`config.mk`:
```
export PLATFORM = sky130hd
export DESIGN_NAME = subword_adder
export DESIGN_NICKNAME = d
export VERILOG_FILES = /design/src/rtl/subword_adder.sv
export SDC_FILE = /design/constraint.sdc
export NUM_CORES = 1
export LEC_CHECK = 0
export ABC_AREA = 1
export CORE_UTILIZATION = 45
export CTS_CLUSTER_SIZE = 25
export DETAILED_ROUTE_END_ITERATION = 8
export HOLD_SLACK_MARGIN = 0.08
export PLACE_DENSITY = 0.63
export SYNTH_ARGS = -nofsm -noshare
export SYNTH_HDL_FRONTEND = slang
export SYNTH_SLANG_ARGS = --single-unit
```
`constraint.sdc`:
```
create_clock -name clk -period 13.1 [get_ports clk]
set_input_delay 1.965 -clock clk [delete_from_list [all_inputs] [get_ports clk]]
set_output_delay 1.965 -clock clk [all_outputs]
set_load 0.01 [all_outputs]
```
`src/rtl/subword_adder.sv`:
```
module subword_adder #(
  parameter int QW = 9,
  parameter int IDXW = 5
) (
  input  logic              clk,
  input  logic              rst_n,
  input  logic              cfg_we,
  input  logic [IDXW-1:0]   cfg_waddr,
  input  logic [8:0]        cfg_wdata,
  input  logic              exec,
  input  logic [IDXW-1:0]   cfg_idx,
  input  logic [4*QW-1:0]   mem_op,
  output logic [4*QW-1:0]   acc,
  output logic [3:0]        ovf
);
  localparam int W = 4 * QW;
  localparam int DEPTH = 1 << IDXW;

  logic [8:0] cfg_mem [DEPTH];
  logic [8:0] cfg;
  logic [1:0] split;
  logic [3:0] act;
  logic [2:0] perm;
  logic [2:0] brk;
  logic [3:0] top;
  logic [W-1:0] opnd, sum;
  logic [4:0] cy;
  logic [3:0] nov;

  assign cfg   = cfg_mem[cfg_idx];
  assign split = cfg[1:0];
  assign act   = cfg[5:2];
  assign perm  = cfg[8:6];
  assign top   = {1'b1, brk};
  assign cy[0] = 1'b0;

  always_comb begin
    case (split)
      2'd0:    brk = 3'b000;
      2'd1:    brk = 3'b010;
      2'd2:    brk = 3'b111;
      default: brk = 3'b100;
    endcase
  end

  for (genvar j = 0; j < 4; j++) begin : g_q
    logic [1:0] src;
    logic [QW:0] qs;
    assign src = (2'(j) ^ perm[1:0]) + {1'b0, perm[2]};
    assign opnd[j*QW +: QW] = mem_op[src*QW +: QW];
    assign qs = {1'b0, acc[j*QW +: QW]} + {1'b0, opnd[j*QW +: QW]} + (QW+1)'(cy[j]);
    assign sum[j*QW +: QW] = qs[QW-1:0];
    if (j < 3) begin : g_c
      assign cy[j+1] = qs[QW] & ~brk[j];
    end else begin : g_t
      assign cy[j+1] = qs[QW];
    end
    assign nov[j] = top[j] & act[j] &
                    (acc[j*QW+QW-1] == opnd[j*QW+QW-1]) &
                    (sum[j*QW+QW-1] != acc[j*QW+QW-1]);

    always_ff @(posedge clk) begin
      if (!rst_n) acc[j*QW +: QW] <= '0;
      else if (exec && act[j]) acc[j*QW +: QW] <= sum[j*QW +: QW];
    end

    a_r6_inactive_holds: assert property (@(posedge clk) disable iff (!rst_n)
      (exec && !act[j]) |=> acc[j*QW +: QW] == $past(acc[j*QW +: QW]));
  end

  always_ff @(posedge clk) begin
    if (!rst_n) ovf <= '0;
    else if (exec) ovf <= nov;
  end

  always_ff @(posedge clk) begin
    if (!rst_n) begin
      for (int i = 0; i < DEPTH; i++) cfg_mem[i] <= '0;
    end else if (cfg_we) begin
      cfg_mem[cfg_waddr] <= cfg_wdata;
    end
  end

  a_r8_idle_hold: assert property (@(posedge clk) disable iff (!rst_n)
    !exec |=> $stable(acc) && $stable(ovf));

  a_r7_ovf_at_tops: assert property (@(posedge clk) disable iff (!rst_n)
    exec |=> (ovf & ~$past(top & act)) == 4'b0);

  a_r2_cfg_write: assert property (@(posedge clk) disable iff (!rst_n)
    cfg_we |=> cfg_mem[$past(cfg_waddr)] == $past(cfg_wdata));
endmodule

```
==> results of run 1 <==
==> cell usage in the layout, fill, tap and decap left out, types with 5 or more instances in the layout <==
master and instances:
sky130_fd_sc_hd__nand2_1 235, sky130_fd_sc_hd__clkinv_1 10, sky130_fd_sc_hd__buf_4 14, sky130_fd_sc_hd__dfxtp_1 40, sky130_fd_sc_hd__nand3_2 5, sky130_fd_sc_hd__clkbuf_16 38
sky130_fd_sc_hd__fa_1 7, sky130_fd_sc_hd__nor3_1 9, sky130_fd_sc_hd__clkbuf_1 5, sky130_fd_sc_hd__xor2_1 15, sky130_fd_sc_hd__ha_1 36, sky130_fd_sc_hd__nor2_1 444
sky130_fd_sc_hd__clkinv_2 5, sky130_fd_sc_hd__nand3_1 70, sky130_fd_sc_hd__a21oi_1 62, sky130_fd_sc_hd__o221ai_1 54, sky130_fd_sc_hd__o22ai_1 10, sky130_fd_sc_hd__xnor2_1 12
sky130_fd_sc_hd__mux2i_1 12, sky130_fd_sc_hd__o21ai_1 15, sky130_fd_sc_hd__o21ai_0 200, sky130_fd_sc_hd__clkdlybuf4s50_1 95, sky130_fd_sc_hd__inv_2 10, sky130_fd_sc_hd__edfxtp_1 288
sky130_fd_sc_hd__o21ai_2 11, sky130_fd_sc_hd__inv_1 72
==> cells by family (layout without fill, tap and decap cells) <==
kind of cell             count (synthesis)  in the layout
adder cells (fa/ha/maj)                 43             43
multiplexers                            12             12
flip-flops                             328            328
XOR/XNOR                                27             27
AO/OA/AOI/OAI                          369            369
AND/OR/NAND/NOR                        782            782
buffers and inverters                  193            264
==> flip-flops by register name, summed over array words and instances, names as in the netlist <==
signal / cells
acc: 36
cfg_mem: 288
ovf: 4
==> layout make-up <==
class	count	area (sq um)
Tap cell	461	577
Sequential cell	328	9450
Clock inverter	21	201
Fill cell	3256	17100
Multi-Input combinational cell	1233	6230
Inverter	88	343
Timing Repair Buffer	111	1070
Clock buffer	44	983
==> worst min-delay path, stage by stage, from the launching register on <==
cell and delay [ns]:
sky130_fd_sc_hd__dfxtp_1 0.30, sky130_fd_sc_hd__nand2_1 0.06, sky130_fd_sc_hd__a21oi_1 0.05
==> routing by layer <==
metal / up-vias / global-route usage / wire (um)
met5: - / 0 / 0
met4: 0 / 0.0820 / 1340
met3: 92 / 0.0370 / 4000
met2: 649 / 0.395 / 21600
met1: 6265 / 0.356 / 20500
li1: 6170 / - / -
==> final timing paths <==
kind | endpoint | slack (ns) | cells past startpoint
setup / recovery | ovf[3] | 1.56 | 51
hold reg to reg | ovf[0] | 0.46 | 2
hold / removal | ovf[0] | 0.46 | 2
setup reg to reg | ovf[3] | 3.87 | 50
==> power by group <==
part           switching, mW  internal (mW)  total (mW)
clock network          0.444          0.583        1.03
logic                  0.354          0.203       0.557
registers             0.0359           1.20        1.24
total                  0.835           1.99        2.82
==> summary.txt, run 1 <==
Run status
  • Outcome: finished, final reports clean

STA
  • Count of final setup violators: 0
  • Tightest Pin Transition: 1.32 ns
  • Clock period minus final worst setup slack: 11.54 ns
  • Max-slew violation total from the final report: 0
  • Post-route setup TNS: 0 ns
  • PnR worst setup slack: 1.56 ns
  • Unrepaired setup endpoints after global routing: no
  • Fin crit share: 0.881
  • Max-Slew Margin vs Limit: 0.117
  • Final Skew: 0.0271 ns
  • Final hold viol count: 0
  • Max Clk Rate: 0.0866 GHz
  • Fin Hold WS: 0.462 ns

Critical path
  • Launching element type of the critical path: input pin
  • Startpoint-to-endpoint class of the critical path: in -> reg
  • Crit path largest cell delay: 0.79 ns
  • Endpoint arrival time on the critical path: 11.95 ns
  • Category of the worst setup path capture point: flip-flop
  • CP delay by family, top: compound AO/OA/AOI/OAI gates
  • Largest fanout on the critical path: 24
  • Launching point of the worst reg2reg path: cfg_mem[2][6]
  • Required time of the worst setup path: 13.50 ns
  • CP Buf/Inv Count: 5
  • Worst setup path start: cfg_idx[2]
  • Highest-delay cell along the critical path: sky130_fd_sc_hd__ha_1

Logic synthesis
  • Share of synthesized area occupied by flip-flops and latches: 0.569
  • Yosys reg bits: 328
  • Count of distinct cell types in the synthesized netlist: 45
  • Dominant combinational cell family by area after synthesis: simple AND/OR/NAND/NOR gates
  • Synth cell count leaders: sky130_fd_sc_hd__nor2_1, sky130_fd_sc_hd__edfxtp_1, sky130_fd_sc_hd__nand2_1, sky130_fd_sc_hd__o21ai_0, sky130_fd_sc_hd__inv_1
  • Multiplexer fraction of the synthesized cell area: 0.00723
  • Dominant cell by count in the synthesized netlist: sky130_fd_sc_hd__nor2_1
  • Most area-hungry cell type in the Yosys netlist: sky130_fd_sc_hd__edfxtp_1
  • Dominant cells by area after synthesis: sky130_fd_sc_hd__edfxtp_1, sky130_fd_sc_hd__nor2_1, sky130_fd_sc_hd__o21ai_0
  • Number of synthesized flops with an enable pin: 288
  • Post-synthesis cell count: 1754
  • Synth top area share: 0.521
  • Proportion of register bits with asynchronous set or reset after synthesis: 0
  • Dominant register cell in the synthesized netlist: sky130_fd_sc_hd__edfxtp_1
  • Area fraction in compound gates after synthesis: 0.129
  • Netlist area before placement: 16600 sq um
  • Area share of fa/ha/maj cells after synthesis: 0.0356
  • Mean post-synth cell area: 9.47 sq um
  • Syn nets: 1856
  • Area share of and/or/nand/nor cells after synthesis: 0.188
  • Yosys warns: 0
  • Share of the synthesized netlist area taken by xor and xnor gates: 0.0142

Clocking
  • Post_cts resized: 0
  • H-tree lvl count: 2
  • CTS Sinks: 328
  • Post-CTS Setup Bufs: 0
  • TritonCTS clock tree: built
  • Clock transition at the registers of the reported paths: 0.06 ns
  • Hold buffer count at cts: 0
  • Latest clock arrival within the worst-skew pair: 0.56 ns
  • Clock tree root driver cell: sky130_fd_sc_hd__clkbuf_16
  • Maximum buffer depth of the clock tree: 3
  • TritonCTS buffer count: 38

Finish
  • Fin util: 0.525
  • Net count of the finished layout: 1902
  • Count of placed standard cells in the final layout, fillers left out: 2286
  • Layout cells sized above 1: 0.0619
  • Area growth from synthesis to layout: 13.5%
  • Final instance area: 18900 sq um
  • Number of antenna diodes: 0

Place
  • Worst setup timing slack at the placement stage: 1.13 ns
  • Post-DP HPWL: 30.6 mm
  • Total of buffers placed on input and output ports: 98
  • Placer's final routability congestion estimate: 0.898
  • Placed insts: 2221
  • Cell area after placement: 17700 sq um

Drt
  • Number of optimization iterations in the first detailed-route pass: 5
  • Count of vias placed by the detailed router: 13176
  • Drc violations: 0
  • Via density per instance: 5.76
  • Antenna Violating Nets Remaining: 0
  • Detailed-route wire length per cell: 20.7 um
  • 1st-iter DRT viols: 1346
  • Final WL: 47.4 mm

Die
  • Ports placed on the boundary: 99
  • Chip Width: 194 um
  • Effective utilization at floorplan: 0.462
  • Die Y-Extent: 194 um
  • Die area: 37700 sq um
  • Placeable core region: 35900 sq um
  • Standard-cell rows: 69

Min path
  • HP Start: ovf[0]
  • Class of the most critical hold timing path: reg -> reg

Run
  • Maximum Capacitance Violations: 0

GRT
  • Pin count of the biggest net entering global routing: 145
  • Number of antenna violations at the first check in global routing: 0
  • Total gr overflow: 0
  • Overall track demand over capacity in global routing: 0.251
  • Global-route wire length before repair: 73.0 mm
  • Number of global-route vias before repair: 12574

Pwr
  • Peak supply drop: 0.000129 V
  • Static power due to leakage: 7.13 nW
  • Total power after layout: 2.82 mW
  • Pwr Density: 150 nW/um^2
Power figures use the tool's default switching activity.
==> run 2, diff against run 1 <==
Settings changed: CELL_PAD_IN_SITES_DETAIL_PLACEMENT set to 1, CELL_PAD_IN_SITES_GLOBAL_PLACEMENT set to 1, DONT_BUFFER_PORTS set to 1, PLACE_DENSITY 0.63 to 0.73.
==> run 2 against run 1 <==
  * Fmax up 3.0%
  * Global-route usage up 2.1 points
  * Flip-flop and latch count unchanged
  * Final area down 4.8%
  * Critical endpoint unchanged
  * Count of clock-buffer cells in the layout up 1
  * Wire length up 7.5%
  * Critical path depth unchanged
  * Core utilization down 2.5 points
  * Clock power up 6%
  * Largest power group unchanged
  * Sequential share of layout area up 2.5 points
  * Sequential power about the same
==> summary.txt, run 2 (same netlist as run 1, synthesis figures left out) <==
STA
  • Max-Slew Margin vs Limit: 0.321 (+0.204)
  • Max Clk Rate: 0.0892 GHz (+3.0%)
  • Post-route setup TNS: 0 ns (unchanged)
  • Final hold viol count: 0 (unchanged)
  • Unrepaired setup endpoints after global routing: no
  • Final Skew: 0.0238 ns (-0.00331 ns)
  • Max-slew violation total from the final report: 0 (unchanged)
  • Tightest Pin Transition: 1.01 ns (-0.305 ns)
  • Fin crit share: 0.856 (-0.0255)
  • Clock period minus final worst setup slack: 11.21 ns (-0.333 ns)
  • Count of final setup violators: 0 (unchanged)

Place
  • Total of buffers placed on input and output ports: 0 (-100%)
  • Placer's final routability congestion estimate: 0.879 (-2.1%)
  • Post-DP HPWL: 33.2 mm (+8.2%)
  • Placed insts: 2123 (-4.4%)

Critical path
  • Startpoint-to-endpoint class of the critical path: in -> reg
  • Worst R2R End: ovf[3]
  • Endpoint arrival time on the critical path: 11.63 ns (-0.32 ns)
  • Highest-delay cell along the critical path: sky130_fd_sc_hd__clkinv_1
  • Crit path largest cell delay: 0.65 ns (-0.14 ns)
  • Setup slack of the worst register-to-register path: 3.54 ns (-0.33 ns)
  • Launching point of the worst reg2reg path: cfg_mem[21][6]
  • Required time of the worst setup path: 13.52 ns (+0.02 ns)
  • Category of the worst setup path capture point: flip-flop
  • CP delay by family, top: compound AO/OA/AOI/OAI gates
  • Largest fanout on the critical path: 39 (+63%)
  • Reg2reg path depth: 51 (+2.0%)
  • CP Buf/Inv Count: 5 (unchanged)
  • Launching element type of the critical path: input pin

Die
  • Placeable core region: 35900 sq um (unchanged)
  • Ports placed on the boundary: 99 (unchanged)
  • Die Y-Extent: 194 um (unchanged)
  • Standard-cell rows: 69 (unchanged)
  • Chip Width: 194 um (unchanged)
  • Die area: 37700 sq um (unchanged)
  • Effective utilization at floorplan: 0.462 (unchanged)

Clocking
  • TritonCTS buffer count: 38 (unchanged)
  • Clock transition at the registers of the reported paths: 0.06 ns (about the same)
  • H-tree lvl count: 2 (unchanged)
  • Maximum buffer depth of the clock tree: 3 (unchanged)
  • Hold buffer count at cts: 0 (unchanged)
  • Latest clock arrival within the worst-skew pair: 0.57 ns (about the same)
  • TritonCTS clock tree: built
  • Clock tree root driver cell: sky130_fd_sc_hd__clkbuf_16
  • Post_cts resized: 0 (unchanged)
  • CTS Sinks: 328 (unchanged)
  • Post-CTS Setup Bufs: 0 (unchanged)

GRT
  • Pin count of the biggest net entering global routing: 146 (+0.69%)
  • M2 GR Usage: 0.485 (+0.0903)
  • Met3 Usage GRT: 0.0515 (+0.0144)
  • Number of global-route vias before repair: 13560 (+7.8%)
  • Global-route wire length before repair: 78.4 mm (+7.3%)
  • Total gr overflow: 0 (unchanged)
  • Overall track demand over capacity in global routing: 0.272 (+0.0210)
  • Number of antenna violations at the first check in global routing: 0 (unchanged)
  • Most used routing layer: met2
  • Met1 Resource Use GR: 0.331 (-0.0251)

Drt
  • Detailed-route wire length per cell: 23.3 um (+12%)
  • Count of vias placed by the detailed router: 12824 (-2.7%)
  • Final WL: 51.0 mm (+7.5%)
  • 1st-iter DRT viols: 821 (-39%)
  • Number of optimization iterations in the first detailed-route pass: 5 (unchanged)
  • Antenna Violating Nets Remaining: 0 (unchanged)
  • Via density per instance: 5.85 (+1.5%)
  • Drc violations: 0 (unchanged)

Min path
  • HP Start: ovf[0]
  • Hold Path Sink: ovf[0]
  • Class of the most critical hold timing path: reg -> reg
  • Cell count of the worst hold path: 2 (unchanged)

Finish
  • Count of placed standard cells in the final layout, fillers left out: 2192 (-4.1%)
  • Register with the most flip-flops: cfg_mem
  • Most common library cell in the layout ignoring fill and taps: sky130_fd_sc_hd__nor2_1
  • Flip-flop count of the largest register, all copies and words added: 288 (unchanged)
  • Number of fillers in the final layout: 4046 (+24%)
  • Registers with the highest flip-flop counts: cfg_mem x288, acc x36, ovf x4
  • Area of the multi-input gates: 6230 sq um (about the same)
  • Combined flip-flop and latch cell area: 9450 sq um (unchanged)
  • Layout cells sized above 1: 0.0618 (-0.000104)
  • Leading cell types in the layout, fill and taps excluded: sky130_fd_sc_hd__nor2_1, sky130_fd_sc_hd__edfxtp_1, sky130_fd_sc_hd__nand2_1, sky130_fd_sc_hd__o21ai_0, sky130_fd_sc_hd__inv_1
  • Number of antenna diodes: 0 (unchanged)
  • Area growth from synthesis to layout: 8.14%
  • Net count of the finished layout: 1804 (-5.2%)

Pwr
  • Peak supply drop: 0.000123 V (-4.7%)
  • Pwr Density: 157 nW/um^2 (+5.0%)
  • Static power due to leakage: 6.82 nW (-4.4%)

Run
  • Maximum Capacitance Violations: 0 (unchanged)

Run status
  • Outcome: finished, final reports clean
[run 2: cell types whose count changed in the layout (fill, tap and decap cells not counted), sizes merged]
| cell | delta |
|---|---|
| buf | -3 |
| bufinv | +3 |
| clkbuf | +1 |
| clkdlybuf4s50 | -95 |
| clkinv | +6 |
| clkinvlp | -3 |
| inv | -3 |
[run 2: cell type report]
class | instances | area share
tap | 461 | 0.0321
clock inverter | 24 | 0.0146
sequential | 328 | 0.526
multi-input combinational | 1233 | 0.347
timing repair buffer | 13 | 0.00544
inverter | 88 | 0.0191
clock buffer | 45 | 0.0556
[run 2: power breakdown]
part           switching [mW]  internal, mW
registers              0.0458          1.20
logic                   0.321         0.161
clock network           0.448         0.646
[run 2: through the flow]
stage          cell area, sq um  total power [mW]  setup WS [ns]   util  hold slack (ns)
2_1_floorplan             16600              1.63           2.95      -            0.487
3_3_place_gp              16700              1.74           1.51  0.465            0.500
3_5_place_dp              16700              1.75           1.34  0.465            0.515
4_1_cts                   18000              2.84           1.88  0.500            0.523
5_1_grt                   18000              2.93          0.840  0.500            0.544
6_report                  18000              2.82           1.89  0.500            0.521
[run 2: routing by layer]
| metal | up-vias | share of wire |
|---|---|---|
| met5 | - | 0 |
| met4 | 0 | 0.025 |
| met3 | 82 | 0.051 |
| met2 | 332 | 0.51 |
| met1 | 6434 | 0.41 |
| li1 | 5976 | - |
[run 2: worst min-delay path, stage by stage, from the launching register on]
cell and delay (ns):
sky130_fd_sc_hd__dfxtp_1 0.34, sky130_fd_sc_hd__nand2_1 0.07, sky130_fd_sc_hd__a21oi_1 0.06
[run 2: how the worst max path moves through the flow]
stage / slack (ns) / endpoint / start / depth (start not counted)
floorplan: 2.95 / ovf[3] / cfg_idx[0] / 54
CTS: 1.88 / acc[35] / cfg_idx[2] / 52
detailed placement: 1.34 / ovf[3] / cfg_idx[0] / 52
finish: 1.89 / ovf[3] / cfg_idx[2] / 51
global route: 0.84 / acc[35] / cfg_idx[0] / 53
global placement: 1.51 / ovf[3] / cfg_idx[2] / 51
